`src/rtl/conv_rd_port.sv`:
```
module conv_rd_port #(
  parameter int CLK_DIV = 4,
  parameter int WORD_W  = 24,
  parameter int SHORT_W = 16,
  parameter int LEN_BIT = 5
) (
  input  logic              clk,
  input  logic              rst_n,
  input  logic              rfs_n,
  input  logic              sel_data,
  input  logic              cal_sel,
  input  logic [WORD_W-1:0] ctrl_word,
  input  logic [WORD_W-1:0] cal_word,
  input  logic              new_valid,
  input  logic [WORD_W-1:0] new_word,
  output logic              sclk,
  output logic              sdata,
  output logic              sdata_oe,
  output logic              rdy_n
);
  localparam int HALF = CLK_DIV / 2;
  localparam int DW   = $clog2(HALF) + 1;
  localparam int BW   = $clog2(WORD_W) + 1;

  logic              rfs_q, busy, rd_out, sclk_q, oe_q, rdy_q;
  logic [DW-1:0]     div;
  logic [BW-1:0]     bitn, last;
  logic [WORD_W-1:0] sh, out_q, src;

  wire want_out = sel_data & ~cal_sel;
  wire rfs_fall = rfs_q & ~rfs_n;
  wire go       = rfs_fall & ~busy & (~want_out | ~rdy_q);
  wire go_out   = go & want_out;
  wire tick     = busy && (div == DW'(HALF - 1));
  wire fin      = tick && sclk_q && (bitn == last);
  wire quit     = busy & rfs_n & ~fin;
  wire take     = new_valid & ~go_out & ~(busy & rd_out);

  assign src = !sel_data ? ctrl_word : (cal_sel ? cal_word : out_q);

  always_ff @(posedge clk) begin
    if (!rst_n) begin
      rfs_q  <= 1'b1;
      busy   <= 1'b0;
      rd_out <= 1'b0;
      sclk_q <= 1'b1;
      oe_q   <= 1'b0;
      rdy_q  <= 1'b1;
      div    <= '0;
      bitn   <= '0;
      last   <= '0;
      sh     <= '0;
      out_q  <= '0;
    end else begin
      rfs_q <= rfs_n;
      if (take) out_q <= new_word;
      if (take) rdy_q <= 1'b0;
      else if (fin && rd_out) rdy_q <= 1'b1;

      if (go) begin
        busy   <= 1'b1;
        rd_out <= want_out;
        sclk_q <= 1'b0;
        oe_q   <= 1'b1;
        div    <= '0;
        bitn   <= '0;
        sh     <= src;
        last   <= (want_out && !ctrl_word[LEN_BIT]) ? BW'(SHORT_W - 1) : BW'(WORD_W - 1);
      end else if (fin || quit) begin
        busy   <= 1'b0;
        rd_out <= 1'b0;
        sclk_q <= 1'b1;
        oe_q   <= 1'b0;
        div    <= '0;
      end else if (busy) begin
        if (tick) begin
          div    <= '0;
          sclk_q <= ~sclk_q;
          if (sclk_q) begin
            sh   <= sh << 1;
            bitn <= bitn + 1'b1;
          end
        end else begin
          div <= div + 1'b1;
        end
      end
    end
  end

  assign sclk     = sclk_q;
  assign sdata_oe = oe_q;
  assign sdata    = oe_q & sh[WORD_W-1];
  assign rdy_n    = rdy_q;
endmodule

```
`config.mk`:
```
export PLATFORM = sky130hd
export DESIGN_NAME = conv_rd_port
export DESIGN_NICKNAME = d
export VERILOG_FILES = /design/src/rtl/conv_rd_port.sv
export SDC_FILE = /design/constraint.sdc
export NUM_CORES = 1
export LEC_CHECK = 0
export ABC_AREA = 1
export ABC_CLOCK_PERIOD_IN_PS = 1400
export BUFFER_PORTS_ARGS = -buffer_cell sky130_fd_sc_hd__buf_2
export CAP_MARGIN = 30
export CORE_UTILIZATION = 30
export CTS_CLUSTER_DIAMETER = 30
export CTS_CLUSTER_SIZE = 40
export DETAILED_ROUTE_END_ITERATION = 10
export PLACE_DENSITY = 0.54
export SYNTH_ARGS = -nofsm -noshare
export SYNTH_HDL_FRONTEND = slang
export SYNTH_SLANG_ARGS = --single-unit
export TNS_END_PERCENT = 10
```
`constraint.sdc`:
```
create_clock -name clk -period 1.4 [get_ports clk]
set_input_delay 0.07 -clock clk [delete_from_list [all_inputs] [get_ports clk]]
set_output_delay 0.07 -clock clk [all_outputs]
set_load 0.02 [all_outputs]
```
==> results_dict.tcl, run 1 <==
set metrics [dict create \
    outcome "completed" \
    drive_gt1_share_pct 27.38 \
    power.switching_mw 1.363 \
    regToRegSetupSlack_ps 20 \
    initial_core_util_pct 30.94 \
    post-route-min-period_ps 1379 \
    total_power_mw 5.171 \
    intPower_mw 3.808 \
    coreArea_um2 10940 \
    numCtsBuffers 9 \
    finalNetCount 725 \
    cp_max_fo 8 \
    postSynthAreaPerCell_um2 6.383 \
    grt-ovfl-total 0 \
    skew_ps 4.544 \
    worst-endpoint-required_ps 1620 \
    setup_violations 0 \
    fmax_mhz 725.0 \
    clk_pin_slew_ps 50 \
    die_w_um 108.2 \
    path_class "reg -> reg" \
    yosys.area_share.adder_pct 0.3698 \
    hp-start "new_word[6]" \
    synthSimpleGateAreaFrac_pct 32.40 \
    rsz0062_at_grt "yes" \
    power_switching_share_pct 26.35 \
    gp_congestion 0.7804 \
    p_leak_nw 2.298 \
    antenna_left 0 \
    die_h_um 108.2 \
    cts_buffer_depth 2 \
    grt_pass1_vias 3484 \
    worstSkewPairLatency_ps 320 \
    dr.pass1.iters 4 \
    ios 82 \
    grt_max_degree 38 \
    place_hpwl_mm 6.758 \
    r2r-start "sdata_oe$_SDFFE_PN0P_" \
    syn_to_final_growth_pct 40.24 \
    fin_crit_sh_pct 98.52 \
    wl_mm 9.790 \
    yosysWarnings 0 \
    hold_class "in -> reg" \
    slowest_stage "dfxtp_4" \
    drt_iter0_markers 99 \
    synth_cells 530 \
    slowest_delay_ps 390 \
    cp.arrival_ps 1600 \
    antennaDiodeCount 0 \
    worst_hold_path.endpoint "out_q[6]$_SDFFE_PN0P_" \
    worstPathCellList "nand2_4, inv_4, nand3_4, nor2_4, nand2_4, nand3_4, clkbuf_16, nand3_1, nand2_1, nor2_1" \
    finalCoreUtilization_pct 43.39 \
    power_frac_clock_pct 41.8 \
    worstSetupEndpointType "register" \
    drc 0 \
    htreeDepth 3 \
    synth-compound-area-share_pct 17.34 \
    cts_sinks 64 \
    r2r-end "sh[19]$_SDFFE_PN0P_" \
    drv_cap 0 \
    die_area_um2 11710 \
    crit_buf_inv 2 \
    io_buffers 81 \
    hold_depth 3 \
    pwr-share-seq_pct 39.4 \
    avgRoutedWirePerCell_um 12.39 \
    p_per_area_nw_per_um2 1090 \
    num_rows 38 \
    grt_pass1_wl_mm 16.24 \
    antenna_found_initial 0 \
    cp_top_family "simple AND/OR/NAND/NOR gates" \
    r2r_cells 10 \
    synth_top_family_by_area "simple AND/OR/NAND/NOR gates" \
    ir_worst_vdd_mv 0.6299 \
    synth.yosys.seq_area_share_pct 37.87 \
    cts_root_buffer "clkbuf_16" \
    muxShareOfSynthArea_pct 0 \
    combPwrFrac_pct 18.7 \
    drv_slew 0 \
    vias 3690 \
    tritoncts "done" \
    syn_nets 609 \
    slew-limit-headroom_pct 68.74 \
    yosysUniqueCellTypes 27 \
    setup.worst_path.start_class "register" \
    ys_seq_elements 64 \
    vias_per_cell 4.671 \
    synth-xor-area-share_pct 1.036 \
    grt.total_usage_pct 17.69 \
    synth_area_um2 3383 \
    final_hold_viol_count 0 \
    tightest_slew_ps 469.0 \
]
[how the worst max path moves through the flow]
stage	from	endpoint	slack, ps	cells after the start
after floorplan	sdata_oe$_SDFFE_PN0P_	sh[7]$_SDFFE_PN0P_	-2	11
after global placement	sdata_oe$_SDFFE_PN0P_	out_q[4]$_SDFFE_PN0P_	-70	6
after detailed placement	rdy_n$_SDFFE_PN1P_	out_q[7]$_SDFFE_PN0P_	-100	8
after CTS	sdata_oe$_SDFFE_PN0P_	out_q[5]$_SDFFE_PN0P_	5	8
after global routing	sdata_oe$_SDFFE_PN0P_	sh[14]$_SDFFE_PN0P_	-110	8
final	sdata_oe$_SDFFE_PN0P_	sh[19]$_SDFFE_PN0P_	20	10
[power groups by stage]
stage	Sequential [mW]	Clock, mW	Combinational [mW]
floorplan	2.06	0	0.579
global placement	2.07	0	0.899
detailed placement	2.07	0	0.907
CTS	2.03	2.21	0.949
global route	2.06	2.31	1.10
finish	2.04	2.16	0.969
[logic make-up after synthesis]
family,count (synthesis)
AOI/OAI and AO/OA,114
xor gates and xnor gates,4
adders and majority gates,1
buffers and inverters,80
DFF,64
and+or+nand+nor,267
[cell usage after synthesis]
| cell | instances | share of area [%] |
|---|---|---|
| nand2_1 | 100 | 11 |
| inv_4 | 1 | 0.19 |
| buf_2 | 9 | 1.3 |
| ha_1 | 1 | 0.37 |
| o211ai_1 | 1 | 0.22 |
| nand2_2 | 4 | 0.74 |
| inv_1 | 43 | 4.8 |
| nand4_4 | 1 | 0.63 |
| buf_4 | 3 | 0.67 |
| nand4_1 | 5 | 0.92 |
| inv_2 | 3 | 0.33 |
| o211a_1 | 1 | 0.30 |
| nand3_1 | 28 | 4.1 |
| dfxtp_1 | 64 | 38 |
| o22ai_1 | 2 | 0.37 |
| buf_6 | 6 | 2.0 |
| xor2_1 | 4 | 1.0 |
| o21ai_1 | 16 | 2.4 |
| a21oi_1 | 10 | 1.5 |
| a21boi_0 | 1 | 0.22 |
| nor2_1 | 126 | 14 |
| nand3_2 | 3 | 0.89 |
| o21ai_2 | 1 | 0.26 |
| buf_1 | 1 | 0.11 |
| clkbuf_1 | 13 | 1.4 |
| clkbuf_2 | 1 | 0.15 |
| o21ai_0 | 82 | 12 |
[through the flow]
step	setup WS, ps	setup TNS, ps	instances	hold slack [ps]	cell area, µm²
3_5_place_dp	-100.2	-2526	758	308.9	4148
2_1_floorplan	-1.584	-30.20	530	166.6	3408
4_1_cts	5.497	0	785	2.031	4597
5_1_grt	-106.8	-3607	790	11.55	4745
6_report	20.70	0	790	0.5546	4745
3_3_place_gp	-74.90	-1497	758	303.7	4148
[final cells by class]
class,count,area [µm²]
Clock inverter,4,45.04
Multi-Input combinational cell,386,1832
Tap cell,140,175.2
Clock buffer,11,242.7
Inverter,47,186.4
Timing Repair Buffer,138,970.9
Fill cell,1169,6191
Sequential cell,64,1292
[state kept, by name (all words and copies together) (netlist names)]
name	count
sclk	1
rfs_q	1
sh	24
rd_out	1
sdata_oe	1
bitn	6
rdy_n	1
last	3
div	2
out_q	24
[layout by cell type, fill, tap and decap left out, drive strengths merged]
cell type / Yosys / final
o211ai: 1 / 1
inv: 47 / 47
ha: 1 / 1
clkinv: 0 / 3
dlygate4sd3: 0 / 13
buf: 19 / 123
bufinv: 0 / 1
a21boi: 1 / 1
o211a: 1 / 1
nand2: 104 / 104
clkbuf: 14 / 13
xor2: 4 / 4
nor2: 126 / 126
a21oi: 10 / 10
o22ai: 2 / 2
o21ai: 99 / 99
dfxtp: 64 / 64
nand3: 31 / 31
nand4: 6 / 6
[metal layers]
metal / vias to the layer above / routed length, µm / track usage [%]
met2: 88 / 4468 / 28.12
met3: 12 / 416 / 2.954
met4: 0 / 142 / 6.654
li1: 1920 / - / -
met5: - / 0 / 0
met1: 1670 / 4762 / 23.83
[tightest hold or removal path, cell delays in order]
cell     delay (ps)
buf_2            70
o21ai_0          70
nor2_1           70
[repair_timing]
action | CTS | global route
pin swaps | 1 | 5
gates cloned | 0 | 2
resized for setup | 12 | 31
buffers inserted | 1 | 1
hold buffers | 11 | 2
hold endpoints to repair | 11 | 2
setup endpoints to repair | 57 | 62
No activity file was read; power rests on OpenSTA's default activity.
==> run 2, diff against run 1 <==
Settings changed: ABC_CLOCK_PERIOD_IN_PS 1400 to 1310, CAP_MARGIN 30 to unset, PLACE_DENSITY 0.54 to 0.52.
Clock period 1.4 ns to 1.31 ns, I/O delays scaled along.
==> run 2 against run 1 <==
  * Combinational power is 10% higher
  * The flow now finishes with violations (hold timing, setup timing)
  * Sequential share of layout area is 0.58 points lower
  * Critical endpoint is now sh[10]$_SDFFE_PN0P_
  * Utilization is 1.1 points higher
  * Die area stayed put
  * Design area is 2.5% higher
  * Register-to-register slack worse by 160 ps
  * Non-clock buffer count is 4 higher
==> results_dict.tcl, run 2 (synthesized netlist as in run 1, its figures left out) <==
set metrics [dict create \
    tritoncts "done" \
    regArea_um2 1296 \
    slew-limit-headroom_pct 79.24 \
    fin_cells 795 \
    final.setup.tns_ps -3207 \
    outcome "complete, but fails checks" \
    finalCoreUtilization_pct 44.46 \
    mostFrequentLayoutCell "nor2_1" \
    vias 3646 \
    cts_buffer_depth 2 \
    antenna_left 0 \
    final_cell_mix "123 x nor2_1, 92 x nand2_1, 81 x buf_2, 66 x o21ai_0, 56 x dfxtp_1" \
    violations "hold timing, setup timing" \
    dpl.cell_count 758 \
    grt.total_usage_pct 17.07 \
    tightest_slew_ps 308.6 \
    syn_to_final_growth_pct 43.71 \
    slowest_delay_ps 400 \
    regToRegSetupSlack_ps -140 \
    ios 82 \
    startpoint "sdata_oe$_SDFFE_PN0P_" \
    numCtsBuffers 9 \
    io_buffers 81 \
    gp_congestion 0.7483 \
    wl_mm 9.579 \
    drv_slew 0 \
    ir_worst_vdd_mv 0.5065 \
    cp.arrival_ps 1670 \
    die_area_um2 11710 \
    initial_core_util_pct 30.94 \
    setup.worst_path.start_class "register" \
    cp_top_family "simple AND/OR/NAND/NOR gates" \
    hold_class "in -> reg" \
    path_class "reg -> reg" \
    cts_root_buffer "clkbuf_16" \
    clk_pin_slew_ps 50 \
    multiInputGateArea_um2 1906 \
    grt-ovfl-total 0 \
    setup_violations 43 \
    place_hpwl_mm 6.766 \
    avgRoutedWirePerCell_um 12.05 \
    rsz0062_at_grt "yes" \
    fin_crit_sh_pct 110.5 \
    dp_slack_ps -139.2 \
    grt_max_degree 50 \
    r2r-start "sdata_oe$_SDFFE_PN0P_" \
    worstSetupEndpointType "register" \
    worstSkewPairLatency_ps 320 \
    drive_gt1_share_pct 30.08 \
    layout_setup_ws_ps -137.4 \
    vias_per_cell 4.586 \
    die_w_um 108.2 \
    drv_cap 0 \
    htreeDepth 3 \
    die_h_um 108.2 \
    worst-endpoint-required_ps 1530 \
    drt_iter0_markers 159 \
    grt_pass1_wl_mm 15.59 \
    worstPathCellList "nand2_4, inv_4, nand3_4, nor2_4, nand2_4, nand3_4, clkbuf_16, nand3_2, nand2_1, nor2_1" \
    fmax_mhz 690.9 \
    antennaDiodeCount 0 \
    crit_buf_inv 2 \
    grt_pass1_vias 3448 \
    skew_ps 5.552 \
    num_rows 38 \
    drc 0 \
    dr.pass1.iters 5 \
    fill_cells 1143 \
    slowest_stage "dfxtp_4" \
    cp_max_fo 7 \
    p_leak_nw 2.377 \
    hp-start "new_word[22]" \
    finalNetCount 729 \
    final_hold_viol_count 5 \
    cts_sinks 64 \
    whs_ps -11.39 \
    reg.largest.list "out_q: 24 flops, sh: 24 flops, bitn: 6 flops" \
    coreArea_um2 10940 \
    p_per_area_nw_per_um2 1162 \
    antenna_found_initial 0 \
    post-route-min-period_ps 1447 \
]
==> run 2: per-layer routing <==
layer  vias to the layer above  track usage [%]  wire length (µm)
li1                       1927                -                 -
met1                      1645            22.65              4711
met2                        67            27.25              4350
met3                         7            3.255               400
met4                         0            6.458               116
met5                         -                0                 0
==> run 2: timing repair <==
| item | CTS | global route |
|---|---|---|
| hold buffers | 14 | 1 |
| setup endpoints to repair | 59 | 62 |
| endpoints found under the hold margin | 14 | 1 |
| buffers inserted | 3 | 1 |
| pin swaps | 3 | 14 |
| gates resized for setup | 20 | 51 |
| cloned | 0 | 2 |
==> run 2: worst paths after layout <==
check                                 to  cells after the start
setup / recovery     sh[10]$_SDFFE_PN0P_                     10
hold / removal    out_q[22]$_SDFFE_PN0P_                      3
setup reg to reg     sh[10]$_SDFFE_PN0P_                     10
hold reg to reg     bitn[5]$_SDFFE_PP0P_                      2
==> run 2: area by class of cell <==
class,instances,share of cell area [%]
multi-input combinational,386,39.19
sequential,64,26.66
clock inverter,3,0.8235
inverter,47,3.783
timing repair buffer,142,20.59
tap,140,3.603
clock buffer,13,5.353
==> run 2: stage by stage <==
stage	area (µm²)	power (mW)
global route	4862	5.935
finish	4862	5.650
floorplan	3408	2.823
global placement	4135	3.155
detailed placement	4135	3.168
CTS	4642	5.632
==> run 2: worst reg2reg max path, delay by kind of cell (launching register included) <==
kind                   cells  cell delay, ps
AND/OR/NAND/NOR            8             690
buffers and inverters      2             250
flip-flops                 1             400
==> run 2: where the power goes <==
part           switching [mW]  internal [mW]  leakage, nW
sequential             0.0730           2.11        0.533
clock                   0.828           1.57        0.150
combinational           0.592          0.480         1.69
total                    1.49           4.16         2.38
==> run 3, diff against run 2 <==
Settings changed: ABC_CLOCK_PERIOD_IN_PS 1310 to 1750, CTS_CLUSTER_DIAMETER 30 to unset.
Clock period 1.31 ns to 1.75 ns, I/O delays scaled along.
==> run 3 against run 2 <==
  * The run now ends clean
  * Clock-buffer cell count down 2
  * Hold slack better by 22 ps
  * First-iteration DRC count increased by 3.1%
  * Non-clock buffer count decreased by 44
  * Clock power shrank 20%
  * Sequential share of layout area up 3.5 points
  * Fmax fell by 8.8%
  * Largest power group unchanged
  * Highest routed layer unchanged
==> results_dict.tcl, run 3 (synthesized netlist as in run 1, its figures left out) <==
set metrics [dict create \
    outcome "completed" \
    grt_use_met2_pct 26.48 \
    final.setup.tns_ps 0 \
    regToRegSetupSlack_ps 160 \
    cp_max_fo 14 \
    die_w_um 108.2 \
    skew_ps 5.158 \
    worstSkewPairLatency_ps 320 \
    intPower_mw 3.127 \
    clk_pin_slew_ps 60 \
    grt_pass1_vias 3286 \
    cts_setup_buffers 0 \
    antennaDiodeCount 0 \
    ios 82 \
    grt-ovfl-total 0 \
    place_hpwl_mm 6.536 \
    pwr-share-seq_pct 38.5 \
    wl_mm 9.240 \
    drv_cap 0 \
    slew-limit-headroom_pct 72.33 \
    grt_max_degree 51 \
    r2r-end "out_q[11]$_SDFFE_PN0P_" \
    drv_slew 0 \
    hold_class "in -> reg" \
    post-route-min-period_ps 1587 \
    multiInputGateArea_um2 1730 \
    htreeDepth 3 \
    placedInstanceArea_um2 3901 \
    slowest_delay_ps 330 \
    antenna_found_initial 0 \
    num_rows 38 \
    tightest_slew_ps 415.1 \
    combPwrFrac_pct 15.9 \
    final_cell_mix "126 x nor2_1, 100 x nand2_1, 82 x o21ai_0, 81 x buf_2, 62 x dfxtp_1" \
    dpl.cell_count 732 \
    final_hold_viol_count 0 \
    total_power_mw 4.229 \
    r2r_cells 8 \
    reg.largest.list "out_q: 24 flops, sh: 24 flops, bitn: 6 flops" \
    crit_path_end "out_q[11]$_SDFFE_PN0P_" \
    ir_worst_vdd_mv 0.4544 \
    p_per_area_nw_per_um2 992.9 \
    finalNetCount 685 \
    startpoint "rdy_n$_SDFFE_PN1P_" \
    initial_core_util_pct 30.94 \
    drt_iter0_markers 164 \
    cts_root_buffer "clkbuf_16" \
    whs_ps 10.88 \
    vias 3497 \
    setup_violations 0 \
    grt_pass1_wl_mm 15.48 \
    fill_cells 1224 \
    cts_sinks 64 \
    dr.pass1.iters 4 \
    dp_slack_ps 126.8 \
    mostFrequentLayoutCell "nor2_1" \
    grt.total_usage_pct 16.93 \
    cp.arrival_ps 1800 \
    power_frac_clock_pct 45.7 \
    drc 0 \
    fin_crit_sh_pct 90.70 \
    tritoncts "done" \
    p_leak_nw 2.049 \
    avgRoutedWirePerCell_um 12.30 \
    worstPathCellList "inv_1, o21ai_2, inv_2, nand3_2, nand2_2, buf_4, o21ai_0, nor2_1" \
    die_area_um2 11710 \
    path_class "reg -> reg" \
    coreArea_um2 10940 \
    gp_congestion 0.7908 \
    die_h_um 108.2 \
    power_switching_share_pct 26.05 \
    grtUsageMet1_pct 23.14 \
    fin_cells 751 \
    top_usage_layer "met2" \
    syn_to_final_growth_pct 25.89 \
    layout_setup_ws_ps 162.7 \
    vias_per_cell 4.656 \
    regArea_um2 1284 \
    grtUsageMet3_pct 2.712 \
    antenna_left 0 \
    slowest_stage "dfxtp_1" \
    r2r-start "rdy_n$_SDFFE_PN1P_" \
    finalInstanceArea_um2 4259 \
    finalCoreUtilization_pct 38.95 \
    setup.worst_path.start_class "register" \
    numCtsBuffers 9 \
    rsz0062_at_grt "yes" \
    worst-endpoint-required_ps 1960 \
    power.switching_mw 1.101 \
    worstSetupEndpointType "register" \
    cts_buffer_depth 2 \
    io_buffers 81 \
    drive_gt1_share_pct 20.46 \
    fmax_mhz 630.0 \
]
==> run 3: cell types whose count changed in the layout (fill, tap and decap cells not counted), sizes merged <==
| cell | previous run | this run |
|---|---|---|
| clkinvlp | 0 | 2 |
| bufinv | 1 | 2 |
| clkinv | 2 | 1 |
| clkbuf | 15 | 11 |
| buf | 125 | 95 |
| dlygate4sd3 | 15 | 3 |
==> run 3: worst min path at each step <==
| stage | start | end | slack [ps] | cells past startpoint |
|---|---|---|---|---|
| floorplan | rfs_n | rfs_q$_SDFF_PN1_ | 180 | 2 |
| global placement | rfs_n | rfs_q$_SDFF_PN1_ | 320 | 3 |
| detailed placement | rfs_n | rfs_q$_SDFF_PN1_ | 310 | 3 |
| CTS | new_word[23] | out_q[23]$_SDFFE_PN0P_ | 9 | 3 |
| global route | new_word[7] | out_q[7]$_SDFFE_PN0P_ | 20 | 3 |
| finish | new_word[19] | out_q[19]$_SDFFE_PN0P_ | 10 | 3 |
==> run 3: layout make-up <==
| cell class | instances | area share, % |
|---|---|---|
| inverter | 47 | 4.260 |
| multi-input combinational | 386 | 40.63 |
| sequential | 64 | 30.14 |
| clock inverter | 5 | 1.880 |
| timing repair buffer | 98 | 13.28 |
| tap | 140 | 4.113 |
| clock buffer | 11 | 5.699 |
==> run 3: routing by layer <==
layer | share of wire (%) | vias up
li1 | - | 1842
met1 | 51 | 1568
met2 | 44 | 73
met3 | 3.7 | 14
met4 | 1.4 | 0
met5 | 0 | -
==> run 3: worst max-delay path, delay by kind of cell, from the launching register on <==
| kind | cells | cell delay, ps |
|---|---|---|
| AO/OA/AOI/OAI | 2 | 420 |
| AND/OR/NAND/NOR | 3 | 310 |
| flip-flops | 1 | 330 |
| buffers and inverters | 3 | 410 |
==> run 3: power groups by stage <==
stage                     Clock [mW]  Sequential [mW]  Combinational [mW]
after floorplan                    0             1.65               0.460
after global placement             0             1.65               0.663
after detailed placement           0             1.66               0.669
after CTS                       1.97             1.63               0.678
after global routing            2.04             1.64               0.769
final                           1.93             1.63               0.672
==> run 3: what timing repair did <==
item,in CTS,in global routing
hold endpoints to repair,3,0
gates resized for setup,0,4
hold buffers,3,0
setup endpoints to repair,0,21
